==> src/rtl/wp_pkg.sv <==
package wp_pkg;

    localparam logic [7:0] KEY_B0 = 8'h59;
    localparam logic [7:0] KEY_B1 = 8'h16;
    localparam logic [7:0] KEY_B2 = 8'h88;

    typedef enum logic [1:0] {
        TRK_IDLE = 2'd0,
        TRK_GOT1 = 2'd1,
        TRK_GOT2 = 2'd2
    } trk_e;

    typedef struct packed {
        trk_e st;
        logic done;
        logic brk;
    } trk_step_t;

    function automatic trk_step_t key_step(trk_e s, logic [7:0] b);
        trk_step_t r;
        r.st   = TRK_IDLE;
        r.done = 1'b0;
        r.brk  = 1'b0;
        if (b == KEY_B0) begin
            r.st = TRK_GOT1;
        end else if (s == TRK_GOT1 && b == KEY_B1) begin
            r.st = TRK_GOT2;
        end else if (s == TRK_GOT2 && b == KEY_B2) begin
            r.done = 1'b1;
        end else begin
            r.brk = 1'b1;
        end
        return r;
    endfunction

endpackage

==> src/rtl/wp_key_tracker.sv <==
module wp_key_tracker
    import wp_pkg::*;
(
    input  logic       clk,
    input  logic       rst,
    input  logic       key_wr,
    input  logic [7:0] key_byte,
    output logic       unlocked
);

    trk_e      st_q;
    trk_step_t nxt;

    always_comb nxt = key_step(st_q, key_byte);

    always_ff @(posedge clk) begin
        if (rst) begin
            st_q     <= TRK_IDLE;
            unlocked <= 1'b0;
        end else if (key_wr) begin
            st_q <= nxt.st;
            if (nxt.done)
                unlocked <= 1'b1;
            else if (nxt.brk)
                unlocked <= 1'b0;
        end
    end

    // unlocking only follows the final key byte written on top of step two
    a_r2_rise_needs_key: assert property (@(posedge clk) disable iff (rst)
        $rose(unlocked) |-> $past(key_wr && key_byte == KEY_B2 && st_q == TRK_GOT2));

    // relock only follows a breaking key write
    a_r7_fall_needs_break: assert property (@(posedge clk) disable iff (rst)
        $fell(unlocked) |-> $past(key_wr && key_byte != KEY_B0));

    // nothing moves without a key-address write
    a_r6_idle_hold: assert property (@(posedge clk) disable iff (rst)
        !key_wr |=> ($stable(st_q) && $stable(unlocked)));

    a_r5_legal_state: assert property (@(posedge clk) disable iff (rst)
        st_q != 2'd3);

endmodule

==> src/rtl/wp_prot_regs.sv <==
module wp_prot_regs #(
    parameter int N_PROT = 2,
    parameter int PROT_W = 8,
    parameter int ADDR_W = 12,
    parameter logic [ADDR_W-1:0] PROT_BASE = 12'h040
) (
    input  logic                     clk,
    input  logic                     rst,
    input  logic                     wr_en,
    input  logic [ADDR_W-1:0]        addr,
    input  logic [PROT_W-1:0]        wdata,
    input  logic                     wr_ok,
    output logic [N_PROT*PROT_W-1:0] q,
    output logic                     hit,
    output logic [PROT_W-1:0]        rd_val
);

    localparam int STRIDE = 4;

    logic [N_PROT-1:0] sel;
    logic [PROT_W-1:0] regs [N_PROT];

    for (genvar i = 0; i < N_PROT; i++) begin : g_reg
        localparam logic [ADDR_W-1:0] MY_ADDR = PROT_BASE + ADDR_W'(i * STRIDE);

        assign sel[i] = (addr == MY_ADDR);

        always_ff @(posedge clk) begin
            if (rst)
                regs[i] <= '0;
            else if (wr_en && sel[i] && wr_ok)
                regs[i] <= wdata;
        end

        assign q[i*PROT_W +: PROT_W] = regs[i];

        // a locked write is dropped
        a_r3_locked_hold: assert property (@(posedge clk) disable iff (rst)
            !wr_ok |=> $stable(regs[i]));

        // an unlocked write lands on the next edge
        a_r4_unlocked_write: assert property (@(posedge clk) disable iff (rst)
            (wr_en && sel[i] && wr_ok) |=> regs[i] == $past(wdata));
    end

    assign hit = |sel;

    always_comb begin
        rd_val = '0;
        for (int i = 0; i < N_PROT; i++)
            if (sel[i]) rd_val = regs[i];
    end

endmodule

==> src/rtl/wp_unlock_ctrl.sv <==
module wp_unlock_ctrl #(
    parameter int ADDR_W = 12,
    parameter int DATA_W = 32,
    parameter int N_PROT = 2,
    parameter int PROT_W = 8,
    parameter logic [ADDR_W-1:0] KEY_ADDR  = 12'h100,
    parameter logic [ADDR_W-1:0] PROT_BASE = 12'h040,
    parameter logic [ADDR_W-1:0] OPEN_ADDR = 12'h060
) (
    input  logic                     clk,
    input  logic                     rst,
    input  logic [ADDR_W-1:0]        bus_addr,
    input  logic                     bus_wr,
    input  logic [DATA_W-1:0]        bus_wdata,
    output logic [DATA_W-1:0]        bus_rdata,
    output logic                     unlocked,
    output logic                     prot_wr_ok,
    output logic [N_PROT*PROT_W-1:0] prot_q,
    output logic [PROT_W-1:0]        open_q
);

    logic              key_sel;
    logic              open_sel;
    logic              prot_hit;
    logic [PROT_W-1:0] prot_rd;

    assign key_sel  = (bus_addr == KEY_ADDR);
    assign open_sel = (bus_addr == OPEN_ADDR);

    wp_key_tracker u_trk (
        .clk      (clk),
        .rst      (rst),
        .key_wr   (bus_wr && key_sel),
        .key_byte (bus_wdata[7:0]),
        .unlocked (unlocked)
    );

    assign prot_wr_ok = unlocked;

    wp_prot_regs #(
        .N_PROT    (N_PROT),
        .PROT_W    (PROT_W),
        .ADDR_W    (ADDR_W),
        .PROT_BASE (PROT_BASE)
    ) u_prot (
        .clk    (clk),
        .rst    (rst),
        .wr_en  (bus_wr),
        .addr   (bus_addr),
        .wdata  (bus_wdata[PROT_W-1:0]),
        .wr_ok  (prot_wr_ok),
        .q      (prot_q),
        .hit    (prot_hit),
        .rd_val (prot_rd)
    );

    always_ff @(posedge clk) begin
        if (rst)
            open_q <= '0;
        else if (bus_wr && open_sel)
            open_q <= bus_wdata[PROT_W-1:0];
    end

    always_comb begin
        bus_rdata = '0;
        if (key_sel)
            bus_rdata[0] = unlocked;
        else if (prot_hit)
            bus_rdata[PROT_W-1:0] = prot_rd;
        else if (open_sel)
            bus_rdata[PROT_W-1:0] = open_q;
    end

    // the open register ignores the lock
    a_r8_open_write: assert property (@(posedge clk) disable iff (rst)
        (bus_wr && open_sel) |=> open_q == $past(bus_wdata[PROT_W-1:0]));

    // upper bits of the key address read as zero
    a_r2_key_read_upper: assert property (@(posedge clk) disable iff (rst)
        key_sel |-> bus_rdata[DATA_W-1:1] == '0);

endmodule

==> config.mk <==
export PLATFORM = sky130hd
export DESIGN_NAME = wp_unlock_ctrl
export DESIGN_NICKNAME = d
export VERILOG_FILES = /design/src/rtl/wp_pkg.sv /design/src/rtl/wp_key_tracker.sv /design/src/rtl/wp_prot_regs.sv /design/src/rtl/wp_unlock_ctrl.sv
export SDC_FILE = /design/constraint.sdc
export NUM_CORES = 1
export LEC_CHECK = 0
export BUFFER_PORTS_ARGS = -buffer_cell sky130_fd_sc_hd__buf_2
export CAP_MARGIN = 15
export CORE_MARGIN = 8
export CORE_UTILIZATION = 45
export CTS_CLUSTER_DIAMETER = 30
export DETAILED_ROUTE_END_ITERATION = 12
export PLACE_DENSITY = 0.95
export SYNTH_ARGS = -nofsm -noshare
export SYNTH_HDL_FRONTEND = slang
export SYNTH_SLANG_ARGS = --single-unit
export TNS_END_PERCENT = 100
==> constraint.sdc <==
create_clock -name clk -period 6.8 [get_ports clk]
set_clock_uncertainty 0.2 [all_clocks]
set_input_delay 1.36 -clock clk [delete_from_list [all_inputs] [get_ports clk]]
set_output_delay 1.36 -clock clk [all_outputs]
set_load 0.01 [all_outputs]
* Yosys cells after proc, flatten, opt, wreduce, memory -nomap -nowiden
Memory sizes are Yosys's and may differ from the RTL's. Cells that the tools add are included.
Operators by class: equal/unequal tests 9, multiplexer cells 24, bitwise operators 2, reductions and logical operators 11
Operator list (count):
- 8-bit two-way mux | 6
- 12-bit by 7-bit == test with 1-bit output, second input constant | 3
- 1-bit two-way mux | 13
- 12-bit by 9-bit == test with 1-bit output, second input constant | 1
- 8-bit by 5-bit == test with 1-bit output, second input constant | 1
- 8-bit by 7-bit == test with 1-bit output, second input constant | 1
- 8-bit == test, second input constant | 1
- 1-bit logical AND | 8
- 2-bit two-way mux | 4
- 7-bit two-way mux | 1
- 2-bit by 1-bit == test with 1-bit output, second input constant | 1
- 2-bit == test, second input constant | 1
- 1-bit bitwise OR | 2
- 2-bit AND reduction | 1
- 2-bit nonzero test | 1
- 2-bit OR reduction | 1
Storage, ports and cells: register bits after elaboration 11, bits in writable memories 16, input bits 47, output and inout port bits 58, memories kept 1
Memories:
- u_prot.regs | words 2, bits a word 8, read ports 2, clocked after memory_dff 0, wr ports 2, RTL line wp_prot_regs.sv:21 | logic [PROT_W-1:0] regs [N_PROT];

* Logic depth before layout (Yosys ltp)
Gate-level depths: netlist (run 1).
depth after elaboration 7, gate-level depth with buffers 6, gate-level depth less buffers 4

* Hierarchy
Synthesis (run 1) repeated with hierarchy kept, for this count alone.
Second synthesis, totals: cell total of the unflattened synthesis 175, area, all modules 1706.6 µm²
Modules (own cells, without submodules):
- wp_prot_regs | times used 1, cells each 74, area an instance 834.6 µm²
- wp_unlock_ctrl | times used 1, cells each 80, area an instance 674.4 µm²
- wp_key_tracker | times used 1, cells each 21, area an instance 197.7 µm²

* Worst setup path after synthesis (run 1)
Ideal clock, no wire load.
kind input-to-output, from input bus_addr[1], to output bus_rdata[1], data arrival time 2.393 ns, data required time 5.240 ns, setup slack 2.847 ns, cell stages on the path 6, buffers on the path 2, path through nor4_4 and4_1 buf_2 buf_4 nand2_1 o21ai_0
Between the ends: cells in the longest elaborated chain, start to end 5, elaborated cells between the ends (all ways) 10, classes of those cells eq/ne (4); mux (5); reduce/logical (1)
Ends and longest elaborated chain:
- start, declared | RTL line wp_unlock_ctrl.sv:12 | input logic [ADDR_W-1:0] bus_addr,
- 12-bit by 7-bit == test with 1-bit output | RTL line wp_prot_regs.sv:26 | assign sel[i] = (addr == MY_ADDR);
- 8-bit two-way mux (2 in series) | RTL line wp_prot_regs.sv:51 | if (sel[i]) rd_val = regs[i];
- 8-bit two-way mux | RTL line wp_unlock_ctrl.sv:68 | else if (prot_hit)
- 7-bit two-way mux * | RTL line wp_unlock_ctrl.sv:66 | if (key_sel)
- end, declared | RTL line wp_unlock_ctrl.sv:15 | output logic [DATA_W-1:0] bus_rdata,
Every way passes the cells marked *; elsewhere a longest branch is shown, timed or not.

* Worst setup path in the final report (run 1)
from input bus_addr[2], to output bus_rdata[7]
The elaborated chain is that of the path after synthesis.

==> flow_summary.json, run 1 <==
{
  "synth_top_family_by_area": "simple AND/OR/NAND/NOR gates",
  "hold_path_end": "open_q[4]",
  "synth-seq-cells": 27,
  "p_leak_nw": 0.792,
  "drcViolationCount": 0,
  "grt_pass1_vias": 1346,
  "criticalPathCategory": "in2out",
  "synth_compound_area_share_pct": 8.91,
  "synthCells": 164,
  "slew_headroom_pct": 22.7,
  "grt_max_degree": 17,
  "postSynthAreaPerCell_sq_um": 9.76,
  "io_pins": 105,
  "post_cts_buffers": 0,
  "die_w_um": 75.6,
  "drive_above_1_share_pct": 31.8,
  "synth_top_cell_by_area": "edfxtp_1",
  "clk-insertion-delay-late_ns": 0.34,
  "setup_slack_ns": 2.29,
  "fin_nets": 265,
  "setup_viol": 0,
  "crit_required_ns": 5.24,
  "drtAntennaViolNets": 0,
  "std_cell_rows": 21,
  "synth-simple-area-share_pct": 26.7,
  "synth-xor-area-share_pct": 0,
  "final_max_slew_viol_count": 0,
  "synth.distinct_cells": 35,
  "arrival_ns": 2.95,
  "worst_slew_pin_slew_ns": 1.15,
  "gr-total-overflow": 0,
  "syn_to_final_growth_pct": 15.2,
  "async_flop_share_pct": 0,
  "cts-root-buf": "clkbuf_4",
  "grt_pass1_wl_um": 6200,
  "regToRegEndpoint": "u_prot.regs[1][6]",
  "power_density_mw_per_mm2": 158,
  "antenna_found_initial": 0,
  "track_usage_pct": 14.1,
  "clock-sinks": 27,
  "end_kind": "primary output",
  "dp_hpwl_um": 3260,
  "min_from": "open_q[4]",
  "status": "finished clean",
  "yosysSeqAreaShare_pct": 43.8,
  "rsz0062_at_grt": "false",
  "wl_per_cell_um": 15.4,
  "setup-tns-final_ns": 0,
  "holdPathStages": 2,
  "cp_max_fo": 15,
  "final_util_pct": 54.4,
  "start_util_pct": 47.2,
  "port_buffers": 56,
  "drt_wl_total_um": 4040,
  "die_area_sq_mm": 0.00572,
  "dpl_worst_slack_ns": 2.26,
  "critPathLaunchType": "input pin",
  "dieHeight_um": 75.6,
  "rr_startpoint": "u_trk.unlocked",
  "cts.clk_slew.worst_paths_ns": 0.16,
  "cts_buffers": 3,
  "synth.area.top_cells": "edfxtp_1 (30%), dfxtp_1 (14%), buf_4 (12%)",
  "hold_class": "reg2reg",
  "rrSetupSlack_ns": 4.71,
  "core_area_sq_mm": 0.00339,
  "synth_mux_area_share_pct": 6.33,
  "finalCritPeriodShare_pct": 66.3,
  "diodes": 0,
  "finalHoldViolCount": 0,
  "final_cell_mix": "buf_2 (57), conb_1 (24), o21ai_0 (16), edfxtp_1 (16), and2_1 (15)",
  "via_count": 1338,
  "drt_iter0_markers": 64,
  "ff2ff_path_depth": 2,
  "place_congestion": 0.839,
  "post_cts_resized": 0,
  "yosysWarnings": 0,
  "synth.cell_area_sq_mm": 0.00160,
  "synthAdderAreaFrac_pct": 0,
  "holdBufCountCts": 0,
  "h-tree-depth": 1,
  "vias_per_cell": 5.09,
  "max-vdd-ir-drop_mv": 0.0980,
  "max_cap_viol_count": 0,
  "synth_edf_count": 16,
  "finalCriticalPeriod_ns": 4.51,
  "max_freq_mhz": 222,
  "dr.pass1.iters": 5,
  "clockBufferDepth": 2,
  "synth_top_area_share_pct": 30.0,
  "cts_tree": "done",
  "mostFrequentLayoutCell": "buf_2",
  "synth_flop_cell": "edfxtp_1"
}
## worst max-delay path, stage by stage
cell and delay, ns:
buf_2 0.22, nor4b_2 0.39, and4_1 0.56, nand2_1 0.15, o21ai_0 0.10, buf_2 0.17
## state kept, by name (all words and copies together), names as in the netlist
signal          flops
u_trk.st_q          2
open_q              8
u_trk.unlocked      1
u_prot.regs        16
## power by group
group          internal [mW]  switching [mW]  total (mW)  leakage (nW)
Sequential             0.178         0.00220       0.180         0.240
Combinational         0.0128          0.0268      0.0396         0.538
Clock                 0.0226          0.0502      0.0727        0.0139
## Yosys cell counts, types with 2 or more instances
library cell and instances:
buf_4 26, edfxtp_1 16, o21ai_0 16, and2_1 15, nand3_1 14, dfxtp_1 11, nand2_1 10, mux2i_1 9
a21oi_1 8, nand4_1 4, nor2_1 4, or4_1 3, buf_2 2, clkbuf_1 2, inv_1 2, nor3_2 2
or4b_1 2
## worst max path at each step
stage | cells after the start | start | slack (ns) | to
after floorplan | 6 | bus_addr[1] | 2.85 | bus_rdata[1]
after detailed placement | 5 | bus_addr[1] | 2.26 | bus_rdata[6]
after global routing | 5 | bus_addr[1] | 2.10 | bus_rdata[6]
after CTS | 5 | bus_addr[1] | 2.27 | bus_rdata[6]
final | 6 | bus_addr[2] | 2.29 | bus_rdata[7]
after global placement | 5 | bus_addr[1] | 2.30 | bus_rdata[6]
## cells by family after synthesis
| logic type | Yosys count |
|---|---|
| AOI/OAI and AO/OA | 27 |
| muxes | 10 |
| and+or+nand+nor | 66 |
| other | 1 |
| buffers and inverters | 33 |
| DFF | 27 |
## per-layer routing
layer / global-route usage, % / routed length, um / vias to the layer above
li1: - / - / 652
met3: 4.47 / 486 / 6
met1: 16.1 / 1520 / 607
met4: 5.54 / 55 / 0
met2: 24.0 / 1980 / 73
met5: 0 / 0 / -
## stage by stage
step           hold slack (ns)  cell area, sq um  instances  power [mW]
2_1_floorplan            0.271              1690        187       0.214
3_3_place_gp             0.274              1810        258       0.221
3_5_place_dp             0.284              1810        258       0.222
4_1_cts                  0.305              1840        262       0.291
5_1_grt                  0.323              1840        263       0.301
6_report                 0.303              1840        263       0.292
## layout make-up
class / count / area, sq um
sequential: 27 / 701
fill: 333 / 1550
clock buffer: 3 / 22.5
multi-input combinational: 127 / 762
clock inverter: 1 / 7.51
tap: 46 / 57.6
timing repair buffer: 57 / 285
inverter: 2 / 7.51
(Power assumes the default switching activity.)
==> run 2: changes to the inputs <==
--- a/config.mk
+++ b/config.mk
@@ -8,10 +8,10 @@
 export BUFFER_PORTS_ARGS = -buffer_cell sky130_fd_sc_hd__buf_2
 export CAP_MARGIN = 15
 export CORE_MARGIN = 8
-export CORE_UTILIZATION = 45
+export CORE_UTILIZATION = 38
 export CTS_CLUSTER_DIAMETER = 30
 export DETAILED_ROUTE_END_ITERATION = 12
-export PLACE_DENSITY = 0.95
+export PLACE_DENSITY = 0.87
 export SYNTH_ARGS = -nofsm -noshare
 export SYNTH_HDL_FRONTEND = slang
 export SYNTH_SLANG_ARGS = --single-unit
==> constraint.sdc (replaced) <==
create_clock -name clk -period 4.1 [get_ports clk]
set_clock_uncertainty 0.2 [all_clocks]
set_input_delay 0.82 -clock clk [delete_from_list [all_inputs] [get_ports clk]]
set_output_delay 0.82 -clock clk [all_outputs]
set_load 0.01 [all_outputs]
==> run 2 against run 1 <==
Non-clock buffer count increased by 1. Sequential power is 66% higher. Design area is 1.7% higher. Highest routed layer unchanged.
==> flow_summary.json, run 2 (synthesized netlist as in run 1, its figures left out) <==
{
  "dieHeight_um": 80.9,
  "post_cts_resized": 0,
  "critPathLaunchType": "input pin",
  "drtAntennaViolNets": 0,
  "min_from": "open_q[4]",
  "finalHoldViolCount": 0,
  "drive_above_1_share_pct": 32.1,
  "dr.pass1.iters": 4,
  "post_cts_buffers": 0,
  "mostFrequentLayoutCell": "buf_2",
  "io_pins": 105,
  "cp-startpoint": "bus_addr[2]",
  "setup_viol": 0,
  "cts_buffers": 3,
  "arrival_ns": 2.44,
  "core_area_sq_mm": 0.00403,
  "grt_max_degree": 16,
  "drcViolationCount": 0,
  "end_kind": "primary output",
  "p_leak_nw": 0.810,
  "die_w_um": 80.9,
  "max_freq_mhz": 289,
  "max-vdd-ir-drop_mv": 0.178,
  "crit_required_ns": 3.08,
  "diodes": 0,
  "drt_iter0_markers": 118,
  "h-tree-depth": 1,
  "cts-root-buf": "clkbuf_8",
  "clk-insertion-delay-late_ns": 0.27,
  "fin_nets": 266,
  "vias_per_cell": 5.05,
  "port_buffers": 56,
  "rr_startpoint": "u_trk.st_q[0]",
  "largest_register": "u_prot.regs",
  "multi_input_area_sq_um": 762,
  "start_util_pct": 39.7,
  "die_area_sq_mm": 0.00654,
  "final_cell_mix": "buf_2 (56), conb_1 (24), o21ai_0 (16), edfxtp_1 (16), and2_1 (15)",
  "dp_hpwl_um": 3490,
  "seqCellArea_sq_um": 701,
  "criticalPathCategory": "in2out",
  "gr-total-overflow": 0,
  "power_density_mw_per_mm2": 274,
  "grt_pass1_wl_um": 6510,
  "finalCritPeriodShare_pct": 84.3,
  "clock-sinks": 27,
  "hold_slack_ns": 0.309,
  "drt_wl_total_um": 4260,
  "track_usage_pct": 12.4,
  "worst_slew_pin_slew_ns": 0.552,
  "finalCriticalPeriod_ns": 3.46,
  "syn_to_final_growth_pct": 17.1,
  "cp_max_fo": 15,
  "max_cap_viol_count": 0,
  "cts.clk_slew.worst_paths_ns": 0.09,
  "dpl_cell_area_sq_mm": 0.00183,
  "fillCellCount": 400,
  "holdBufCountCts": 0,
  "largestRegisters": "u_prot.regs (16), open_q (8), u_trk.st_q (2)",
  "setup-tns-final_ns": 0,
  "slew_headroom_pct": 62.8,
  "std_cell_rows": 23,
  "place_congestion": 0.813,
  "clockBufferDepth": 2,
  "antenna_found_initial": 0,
  "via_count": 1353,
  "final_cell_area_sq_mm": 0.00187,
  "hold_class": "reg2reg",
  "grt_pass1_vias": 1320,
  "wl_per_cell_um": 15.9,
  "largest_reg_flops": 16,
  "rsz0062_at_grt": "false",
  "final_max_slew_viol_count": 0,
  "cts_tree": "done",
  "status": "finished clean"
}
-- run 2: worst paths after layout --
path | slack [ns] | end | cells after the start
worst max-delay path | 0.64 | bus_rdata[7] | 6
worst min-delay path | 0.31 | open_q[4] | 2
worst max register to register | 2.25 | u_trk.unlocked | 4
worst min register to register | 0.31 | open_q[4] | 2
-- run 2: layer usage --
metal,vias up,routed length (um),global-route usage [%]
li1,652,-,-
met1,633,1670,15.0
met2,66,2140,22.1
met3,2,443,3.31
met4,0,5,1.61
met5,-,0,0
-- run 2: final cells by class --
type	count	area share, %
Tap cell	50	3.34
Clock buffer	3	2.20
Clock inverter	1	0.267
Sequential cell	27	37.4
Timing Repair Buffer	58	15.8
Multi-Input combinational cell	127	40.7
Inverter	2	0.401
-- run 2: critical path, cell delays in order --
cell and delay [ns]:
buf_2 0.22, nor4b_2 0.39, and4_1 0.57, nand2_1 0.15, o21ai_0 0.11, buf_2 0.17
-- run 2: where the power goes --
group / internal (mW) / switching (mW) / total [mW] / leakage [nW]
Sequential: 0.294 / 0.00381 / 0.298 / 0.240
Combinational: 0.0221 / 0.0457 / 0.0677 / 0.544
Clock: 0.0680 / 0.0799 / 0.148 / 0.0255
Total: 0.384 / 0.129 / 0.514 / 0.810
-- run 2: per-stage QoR --
stage                     utilization, %  power, mW  setup slack, ns  instances
after floorplan                        -      0.354             1.23        187
after global placement              45.4      0.369            0.657        264
after global routing                46.5      0.536            0.510        268
after CTS                           46.5      0.516            0.632        268
after detailed placement            45.4      0.371            0.633        264
final                               46.5      0.514            0.642        268
